$ cat src/rtl/rxq_pkg.sv
package rxq_pkg;

    typedef struct packed {
        logic       brk;
        logic       ferr;
        logic       perr;
        logic [7:0] data;
    } rxq_entry_t;

    typedef enum logic [0:0] {
        ST_HOLD = 1'b0,
        ST_FIFO = 1'b1
    } rxq_mode_e;

    function automatic int unsigned trig_level(input logic [1:0] code);
        int unsigned lvl;
        unique case (code)
            2'b00:   lvl = 1;
            2'b01:   lvl = 4;
            2'b10:   lvl = 8;
            default: lvl = 14;
        endcase
        return lvl;
    endfunction

endpackage

$ cat src/rtl/rxq_ctl.sv
module rxq_ctl
    import rxq_pkg::*;
(
    input  logic       clk,
    input  logic       rst_n,
    input  logic       ctl_wr,
    input  logic [7:0] ctl_byte,
    output rxq_mode_e  mode,
    output logic [1:0] trig_code,
    output logic       dma_bit,
    output logic       flush_rx,
    output logic       tx_flush
);

    rxq_mode_e mode_nxt;
    logic      mode_change;

    // state register
    always_ff @(posedge clk) begin
        if (!rst_n) mode <= ST_HOLD;
        else        mode <= mode_nxt;
    end

    // transitions
    always_comb begin
        mode_nxt = mode;
        if (ctl_wr) begin
            unique case (mode)
                ST_HOLD: if (ctl_byte[0])  mode_nxt = ST_FIFO;
                ST_FIFO: if (!ctl_byte[0]) mode_nxt = ST_HOLD;
                default: mode_nxt = ST_HOLD;
            endcase
        end
    end

    assign mode_change = (mode_nxt != mode);

    // registered outputs: stored fields and one-shot commands
    always_ff @(posedge clk) begin
        if (!rst_n) begin
            trig_code <= 2'b00;
            dma_bit   <= 1'b0;
            flush_rx  <= 1'b0;
            tx_flush  <= 1'b0;
        end else begin
            flush_rx <= ctl_wr && (ctl_byte[1] || mode_change);
            tx_flush <= ctl_wr && ctl_byte[2];
            if (ctl_wr) begin
                trig_code <= ctl_byte[7:6];
                dma_bit   <= ctl_byte[3];
            end
        end
    end

    AST_TX_PULSE: assert property (@(posedge clk) disable iff (!rst_n)
        ctl_wr && ctl_byte[2] |=> tx_flush);
    AST_TX_ONESHOT: assert property (@(posedge clk) disable iff (!rst_n)
        !ctl_wr |=> !tx_flush);
    AST_MODE_FLUSH: assert property (@(posedge clk) disable iff (!rst_n)
        ctl_wr && (ctl_byte[0] != (mode == ST_FIFO)) |=> flush_rx);

endmodule

$ cat src/rtl/rxq_store.sv
module rxq_store
    import rxq_pkg::*;
#(
    parameter int DEPTH = 16,
    localparam int AW = $clog2(DEPTH),
    localparam int CW = $clog2(DEPTH + 1)
) (
    input  logic          clk,
    input  logic          rst_n,
    input  logic          fifo_en,
    input  logic          push_vld,
    input  rxq_entry_t    push_ent,
    input  logic          pop_req,
    input  logic          flush,
    input  logic          ovr_clr,
    output rxq_entry_t    head,
    output logic [CW-1:0] count,
    output logic          overrun
);

    rxq_entry_t    mem [DEPTH];
    logic [AW-1:0] wr_ptr, rd_ptr;
    logic [CW-1:0] cap;
    logic          full, do_pop, do_push, ovr_evt;

    assign cap     = fifo_en ? CW'(DEPTH) : CW'(1);
    assign full    = (count >= cap);
    assign do_pop  = pop_req && (count != '0) && !flush;
    assign do_push = push_vld && !flush && (!full || do_pop);
    assign ovr_evt = push_vld && !flush && full && !do_pop;
    assign head    = mem[rd_ptr];

    function automatic logic [AW-1:0] ptr_inc(input logic [AW-1:0] p);
        return (p == AW'(DEPTH - 1)) ? '0 : p + 1'b1;
    endfunction

    always_ff @(posedge clk) begin
        if (do_push) mem[wr_ptr] <= push_ent;
    end

    always_ff @(posedge clk) begin
        if (!rst_n || flush) begin
            wr_ptr <= '0;
            rd_ptr <= '0;
            count  <= '0;
        end else begin
            if (do_push) wr_ptr <= ptr_inc(wr_ptr);
            if (do_pop)  rd_ptr <= ptr_inc(rd_ptr);
            unique case ({do_push, do_pop})
                2'b10:   count <= count + 1'b1;
                2'b01:   count <= count - 1'b1;
                default: count <= count;
            endcase
        end
    end

    always_ff @(posedge clk) begin
        if (!rst_n)       overrun <= 1'b0;
        else if (ovr_evt) overrun <= 1'b1;
        else if (ovr_clr) overrun <= 1'b0;
    end

    AST_COUNT_BOUND: assert property (@(posedge clk) disable iff (!rst_n)
        count <= CW'(DEPTH));
    AST_FLUSH_EMPTY: assert property (@(posedge clk) disable iff (!rst_n)
        flush |=> (count == '0));
    AST_OVR_STICKY: assert property (@(posedge clk) disable iff (!rst_n)
        overrun && !ovr_clr |=> overrun);
    AST_FULL_DISCARD: assert property (@(posedge clk) disable iff (!rst_n)
        push_vld && full && !pop_req && !flush |=> $stable(count) && overrun);

endmodule

$ cat src/rtl/rx_char_fifo.sv
module rx_char_fifo
    import rxq_pkg::*;
#(
    parameter int DEPTH = 16
) (
    input  logic       clk,
    input  logic       rst_n,
    input  logic       ctl_wr,
    input  logic [7:0] ctl_byte,
    input  logic       rx_valid,
    input  logic [7:0] rx_data,
    input  logic       rx_perr,
    input  logic       rx_ferr,
    input  logic       rx_brk,
    input  logic       host_rd_data,
    input  logic       host_rd_stat,
    output logic [7:0] head_data,
    output logic       head_perr,
    output logic       head_ferr,
    output logic       head_brk,
    output logic       data_ready,
    output logic       overrun,
    output logic       level_hit,
    output logic       fifo_on,
    output logic [1:0] trig_sel,
    output logic       dma_sel,
    output logic       tx_flush
);

    localparam int CW = $clog2(DEPTH + 1);

    rxq_mode_e     mode;
    logic          flush_rx;
    rxq_entry_t    in_ent, head_ent;
    logic [CW-1:0] count, thr;

    rxq_ctl u_ctl (
        .clk       (clk),
        .rst_n     (rst_n),
        .ctl_wr    (ctl_wr),
        .ctl_byte  (ctl_byte),
        .mode      (mode),
        .trig_code (trig_sel),
        .dma_bit   (dma_sel),
        .flush_rx  (flush_rx),
        .tx_flush  (tx_flush)
    );

    assign fifo_on = (mode == ST_FIFO);
    assign in_ent  = '{brk: rx_brk, ferr: rx_ferr, perr: rx_perr, data: rx_data};

    rxq_store #(.DEPTH(DEPTH)) u_store (
        .clk      (clk),
        .rst_n    (rst_n),
        .fifo_en  (fifo_on),
        .push_vld (rx_valid),
        .push_ent (in_ent),
        .pop_req  (host_rd_data),
        .flush    (flush_rx),
        .ovr_clr  (host_rd_stat),
        .head     (head_ent),
        .count    (count),
        .overrun  (overrun)
    );

    assign thr        = fifo_on ? CW'(trig_level(trig_sel)) : CW'(1);
    assign level_hit  = (count >= thr);
    assign data_ready = (count != '0);
    assign head_data  = head_ent.data;
    assign head_perr  = head_ent.perr;
    assign head_ferr  = head_ent.ferr;
    assign head_brk   = head_ent.brk;

    AST_LEVEL_NEEDS_DATA: assert property (@(posedge clk) disable iff (!rst_n)
        level_hit |-> data_ready);
    AST_READY_AFTER_RX: assert property (@(posedge clk) disable iff (!rst_n)
        rx_valid && !flush_rx && !host_rd_data |=> data_ready);

endmodule

$ cat config.mk
export PLATFORM = sky130hd
export DESIGN_NAME = rx_char_fifo
export DESIGN_NICKNAME = d
export VERILOG_FILES = /design/src/rtl/rxq_pkg.sv /design/src/rtl/rxq_ctl.sv /design/src/rtl/rxq_store.sv /design/src/rtl/rx_char_fifo.sv
export SDC_FILE = /design/constraint.sdc
export NUM_CORES = 1
export LEC_CHECK = 0
export ABC_AREA = 1
export ABC_CLOCK_PERIOD_IN_PS = 3700
export BUFFER_PORTS_ARGS = -buffer_cell sky130_fd_sc_hd__buf_2
export CORE_MARGIN = 8
export CORE_UTILIZATION = 45
export DETAILED_ROUTE_END_ITERATION = 12
export PLACE_DENSITY_LB_ADDON = 0.2
export SLEW_MARGIN = 20
export SYNTH_ARGS = -nofsm -noshare
export SYNTH_HDL_FRONTEND = slang
export SYNTH_SLANG_ARGS = --single-unit
$ cat constraint.sdc
create_clock -name clk -period 3.7 [get_ports clk]
set_input_delay 0.185 -clock clk [delete_from_list [all_inputs] [get_ports clk]]
set_output_delay 0.185 -clock clk [all_outputs]
set_load 0.01 [all_outputs]
# Word-level counts from Yosys, hierarchy flattened
# Memories as Yosys holds them, arrays and structs flattened. A register that Yosys moved wholly into a read port is not among the register bits.
# Cells that the tools add are included.
op_classes:
  addsub: 4
  n_lt_le_gt_ge: 2
  n_eq_ne: 7
  mux: 14
  reduce_logical: 19
ops:
  columns: ["op", "count"]
  rows:
  - ["4-bit 2-to-1 mux", 4]
  - ["4-bit case mux with 3 select lines", 1]
  - ["5-bit >= comparator", 2]
  - ["5-bit 2-to-1 mux", 2]
  - ["5-bit case mux with 2 select lines", 1]
  - ["4-bit by 1-bit adder with 4-bit output (second input constant)", 2]
  - ["4-bit equality test (second input constant)", 2]
  - ["1-bit logical AND", 8]
  - ["1-bit 2-to-1 mux", 6]
  - ["5-bit by 1-bit adder with 5-bit output (second input constant)", 1]
  - ["5-bit nonzero test", 1]
  - ["5-bit by 1-bit subtractor with 5-bit output (second input constant)", 1]
  - ["2-bit by 1-bit equality test with 1-bit output (second input constant)", 2]
  - ["2-bit equality test (second input constant)", 2]
  - ["1-bit logical NOT", 4]
  - ["2-bit nonzero test", 2]
  - ["1-bit logical OR", 3]
  - ["2-bit logical NOT", 1]
  - ["1-bit != test", 1]
totals:
  regBits: 20
  ramBits: 176
  in_bits: 25
  output_inout_bits: 19
  word_cells: 56
  memories: 1
mem_list:
  columns: ["memory", "depth", "word_bits", "rd", "rd_clocked_by_memory_dff", "wr", "line", "text"]
  rows:
  - ["u_store.mem", 16, 11, 1, 1, 1, "rxq_store.sv:21", "rxq_entry_t mem [DEPTH];"]

# Logic depth before layout (Yosys ltp)
depth:
  word_depth: 7
  mapped_depth: 14
  depth_no_buf: 14

# Cells and area by module
# Synthesis repeated with hierarchy kept, for this count alone.
hier_totals:
  hier_cells: 675
  hier_area_um2: 8486.9
modules_own_cells:
  columns: ["module", "instances", "cells_per_inst", "area_per_inst_um2", "seq_area_each_um2"]
  rows:
  - ["rxq_store", 1, 618, 8112.8, 5645.4]
  - ["rxq_ctl", 1, 31, 236.5, 120.1]
  - ["rx_char_fifo", 1, 26, 137.6, 0.0]

# Least setup slack after synthesis
# Ideal clock, no wire load.
synth_timing:
  kind: "register to register"
  start: "register u_ctl.mode"
  end: "memory u_store.mem[7][0] (netlist name), enable pin"
  setup_time_ns: 0.393
  arrival_time_ns: 2.223
  slack_ns: 1.083
  path_stages_with_launch: 10
  n_path_buf: 0
  path_cell_list: "dfxtp_1 inv_1 ha_1 nand2_1 inv_1 nand3_1 nand3_2 a21boi_4 nand2_2 nor3_1"
synth_via:
  elab_chain_len: 7
synth_rtl:
  columns: ["item", "line", "text"]
  rows:
  - ["from (decl)", "rxq_ctl.sv:8", "output rxq_mode_e mode,"]
  - ["from (signal assigned)", "rxq_ctl.sv:21", "else mode <= mode_nxt;"]
  - ["5-bit 2-to-1 mux", "rxq_store.sv:26", "assign cap = fifo_en ? CW'(DEPTH) : CW'(1);"]
  - ["5-bit >= comparator", "rxq_store.sv:27", "assign full = (count >= cap);"]
  - ["1-bit logical NOT", "rxq_store.sv:29", "assign do_push = push_vld && !flush && (!full || do_pop);"]
  - ["1-bit logical OR", "rxq_store.sv:29", null]
  - ["1-bit logical AND", "rxq_store.sv:29", null]
  - ["1-bit 2-to-1 mux", "rxq_store.sv:38", "if (do_push) mem[wr_ptr] <= push_ent;"]
  - ["1-bit 2-to-1 mux (implied by the code)", "rxq_store.sv:38", null]
  - ["to (decl)", "rxq_store.sv:21", null]
# Every way passes these cells.

==> impl_metrics.py <==
metrics = {
    "status": {
        "status": "finished, final reports clean",
    },
    "global_route": {
        "grt_use_total_pct": 15.6,
        "grt_overflow_total": 0,
        "grt_max_degree": 84,
        "first_global_vias": 5116,
        "grt_antenna_before_repair": 0,
        "grt_pass1_wl_um": 28100,
    },
    "setup_path": {
        "crit_slowest_cell": "dfxtp_4",
        "critPathMaxFanout": 83,
        "timing.rr.end": "u_store.mem[13][2]",
        "crit_end": "head_data[4]",
        "worstRegToRegCells": 9,
        "arrival_ns": 2.56,
        "critPathKind": "reg -> out",
        "cp-start-kind": "flip-flop",
        "end_kind": "output port",
        "required_ns": 3.51,
        "cp_common_cell": "o211ai_1",
        "reg2reg_from": "u_ctl.mode",
        "cpPeakStageDelay_ns": 0.98,
        "r2r_slack_ns": 1.00,
        "timing.critical_path.cells": "buf_4, mux2i_1, o211ai_1, o211ai_1, nand2_1, buf_2",
    },
    "cts": {
        "cts.sinks": 200,
        "cts_buffer_depth": 2,
        "cts_resized": 0,
        "cts_tree": "yes",
        "numCtsBuffers": 17,
        "htree_levels": 4,
        "clkSlewWorstSetupHoldPaths_ns": 0.07,
        "clk_latency_ns": 0.43,
        "cts-root-buf": "clkbuf_16",
    },
    "placed_design": {
        "hpwl_um": 11200,
        "dpl-instance-area_sq_um": 8910,
        "placement.io_buffers": 41,
        "place_ws_ns": 0.995,
        "place_inst": 923,
        "gp_congestion": 0.785,
    },
    "timing": {
        "fmax_mhz": 364,
        "hold_slack_ns": 0.0148,
        "worst_slack_ns": 0.956,
        "setup_tns_ns": 0,
        "grt_setup_unrepaired": "no",
        "hold_viol": 0,
        "finalCritPeriodShare_pct": 74.2,
        "fin_skew_ns": 0.00720,
        "setup_violations": 0,
        "fin_crit_ns": 2.74,
        "tightest_slew_ns": 0.992,
        "slew_viol_final": 0,
        "slew_headroom_pct": 33.8,
    },
    "route": {
        "ant_nets": 0,
        "drtPass1Iterations": 6,
        "first_iter_violations": 470,
        "drt-vias-per-instance": 5.40,
        "num_vias": 5180,
        "wl_um": 18000,
        "drc_errors": 0,
        "avgRoutedWirePerCell_um": 18.8,
    },
    "synth": {
        "syn_avg_cell_area_sq_um": 12.8,
        "synth.most_common_cell": "edfxtp_1",
        "yosys_warnings": 0,
        "synth.area.top_cells": "edfxtp_1, dfxtp_1, mux2i_1, o211ai_1, o21ai_0",
        "syn_area_sq_um": 8440,
        "syn_inst": 658,
        "ys_seq_elements": 200,
        "async_flop_share_pct": 0,
        "synth_area_leader_cell": "edfxtp_1",
        "synth-main-ff-cell": "edfxtp_1",
        "yosysUniqueCellTypes": 34,
        "synth_top_area_share_pct": 62.6,
        "synth_edf_count": 176,
        "synthTopCellsByCount": "edfxtp_1, inv_1, o21ai_0",
        "synth_nets": 698,
        "seq_area_frac_synth_pct": 68.3,
    },
    "power": {
        "ir_worst_vdd_v": 0.000401,
        "p_leak_nw": 3.41,
        "p_per_area_nw_per_um2": 651,
    },
    "cells_and_area": {
        "synthToLayoutAreaGrowth_pct": 12.9,
        "diodes": 0,
        "nets": 753,
        "nFillCells": 1584,
        "finalNonFillerCells": 959,
        "final_cell_area_sq_um": 9530,
        "drive_gt1_share_pct": 14.3,
    },
    "run": {
        "max-cap-violations": 0,
    },
    "die": {
        "die_width_um": 153,
        "fp.dieH_um": 153,
        "rows": 50,
        "core_sq_um": 18600,
        "boundaryPins": 44,
        "start_util_pct": 45.4,
        "die_area_sq_um": 23400,
    },
    "min_path": {
        "hp-class": "in -> reg",
    },
}
[per-layer routing]
| layer | track usage (%) | vias up | routed length (um) |
|---|---|---|---|
| met4 | 6.22 | 0 | 323 |
| met2 | 25.5 | 131 | 8610 |
| met5 | 0 | - | 0 |
| met1 | 19.9 | 2558 | 8310 |
| met3 | 3.21 | 16 | 776 |
| li1 | - | 2475 | - |
[flip-flops by register name, indices dropped and copies added, names as in the netlist, named ones only]
name             flops
u_ctl.dma_bit        1
u_ctl.flush_rx       1
u_ctl.mode           1
u_ctl.trig_code      2
u_ctl.tx_flush       1
u_store.count        5
u_store.mem        176
u_store.overrun      1
u_store.rd_ptr       4
u_store.wr_ptr       4
[critical path: cells and delay by family, from the launching register on]
kind | cells | cell delay (ns)
AO/OA/AOI/OAI | 2 | 0.29
multiplexers | 1 | 0.20
flip-flops | 1 | 0.98
buffers and inverters | 2 | 0.49
AND/OR/NAND/NOR | 1 | 0.12
[cells by family (layout without fill, tap and decap cells)]
logic type      after synthesis  count (layout)  synth area share (%)
compound gates              170             170                  11.6
xor+xnor                      6               6                 0.622
flops                       200             200                  68.3
simple gates                118             118                  6.24
mux                          44              44                  5.22
buf+inv                     105             172                  5.69
fa+ha+maj                    15              15                  2.31
[power by group]
| group | switching [mW] | internal, mW |
|---|---|---|
| sequential | 0.176 | 2.59 |
| clock | 0.820 | 1.00 |
| combinational | 0.997 | 0.619 |
| total | 1.99 | 4.21 |
[what timing repair did]
| item | CTS | global route |
|---|---|---|
| hold buffers | 5 | 0 |
| setup endpoints to repair | 0 | 0 |
| setup buffers | 0 | 0 |
| endpoints found under the hold margin | 5 | 0 |
[worst min-delay path by stage]
stage,slack (ns),startpoint,to,cells after the start
after floorplan,0.28,rx_data[0],u_store.mem[0][0],0
after global placement,0.40,ctl_byte[1],u_ctl.flush_rx,3
after detailed placement,0.40,ctl_byte[1],u_ctl.flush_rx,3
after CTS,0.01,ctl_byte[6],u_ctl.trig_code[0],3
after global routing,0.02,ctl_byte[6],u_ctl.trig_code[0],3
final,0.01,ctl_byte[6],u_ctl.trig_code[0],3
[area by class of cell]
cell class / count / area [sq um] / share of cell area, %
sequential: 200 / 5770 / 60.5
tap: 234 / 293 / 3.07
clock inverter: 13 / 145 / 1.52
timing repair buffer: 68 / 420 / 4.41
inverter: 73 / 274 / 2.87
multi-input combinational: 353 / 2200 / 23.1
clock buffer: 18 / 429 / 4.50
[cells in the final DEF (no fill, tap or decap), types with 2 or more instances in the layout]
master,netlist,routed
a21oi_1,55,55
buf_2,3,41
buf_4,1,22
bufinv_16,0,2
clkbuf_16,0,17
clkinv_1,1,3
clkinv_4,0,3
dfxtp_1,24,22
dlygate4sd3_1,0,5
edfxtp_1,176,176
ha_1,14,14
inv_1,71,71
inv_6,0,4
mux2i_1,44,44
nand2_1,40,40
nand2_2,2,2
nand2_4,2,2
nand3_1,24,24
nand3_2,2,2
nand3b_1,2,2
nor2_1,42,42
o211ai_1,44,44
o21ai_0,66,66
xor2_1,5,5
[per-stage QoR]
step / power (mW) / util [%]
after floorplan: 3.95 / -
after global placement: 4.38 / 48.0
after detailed placement: 4.43 / 48.0
after CTS: 6.24 / 51.3
after global routing: 6.52 / 51.3
final: 6.20 / 51.3
Note: power is estimated with default switching activity, not from simulation.
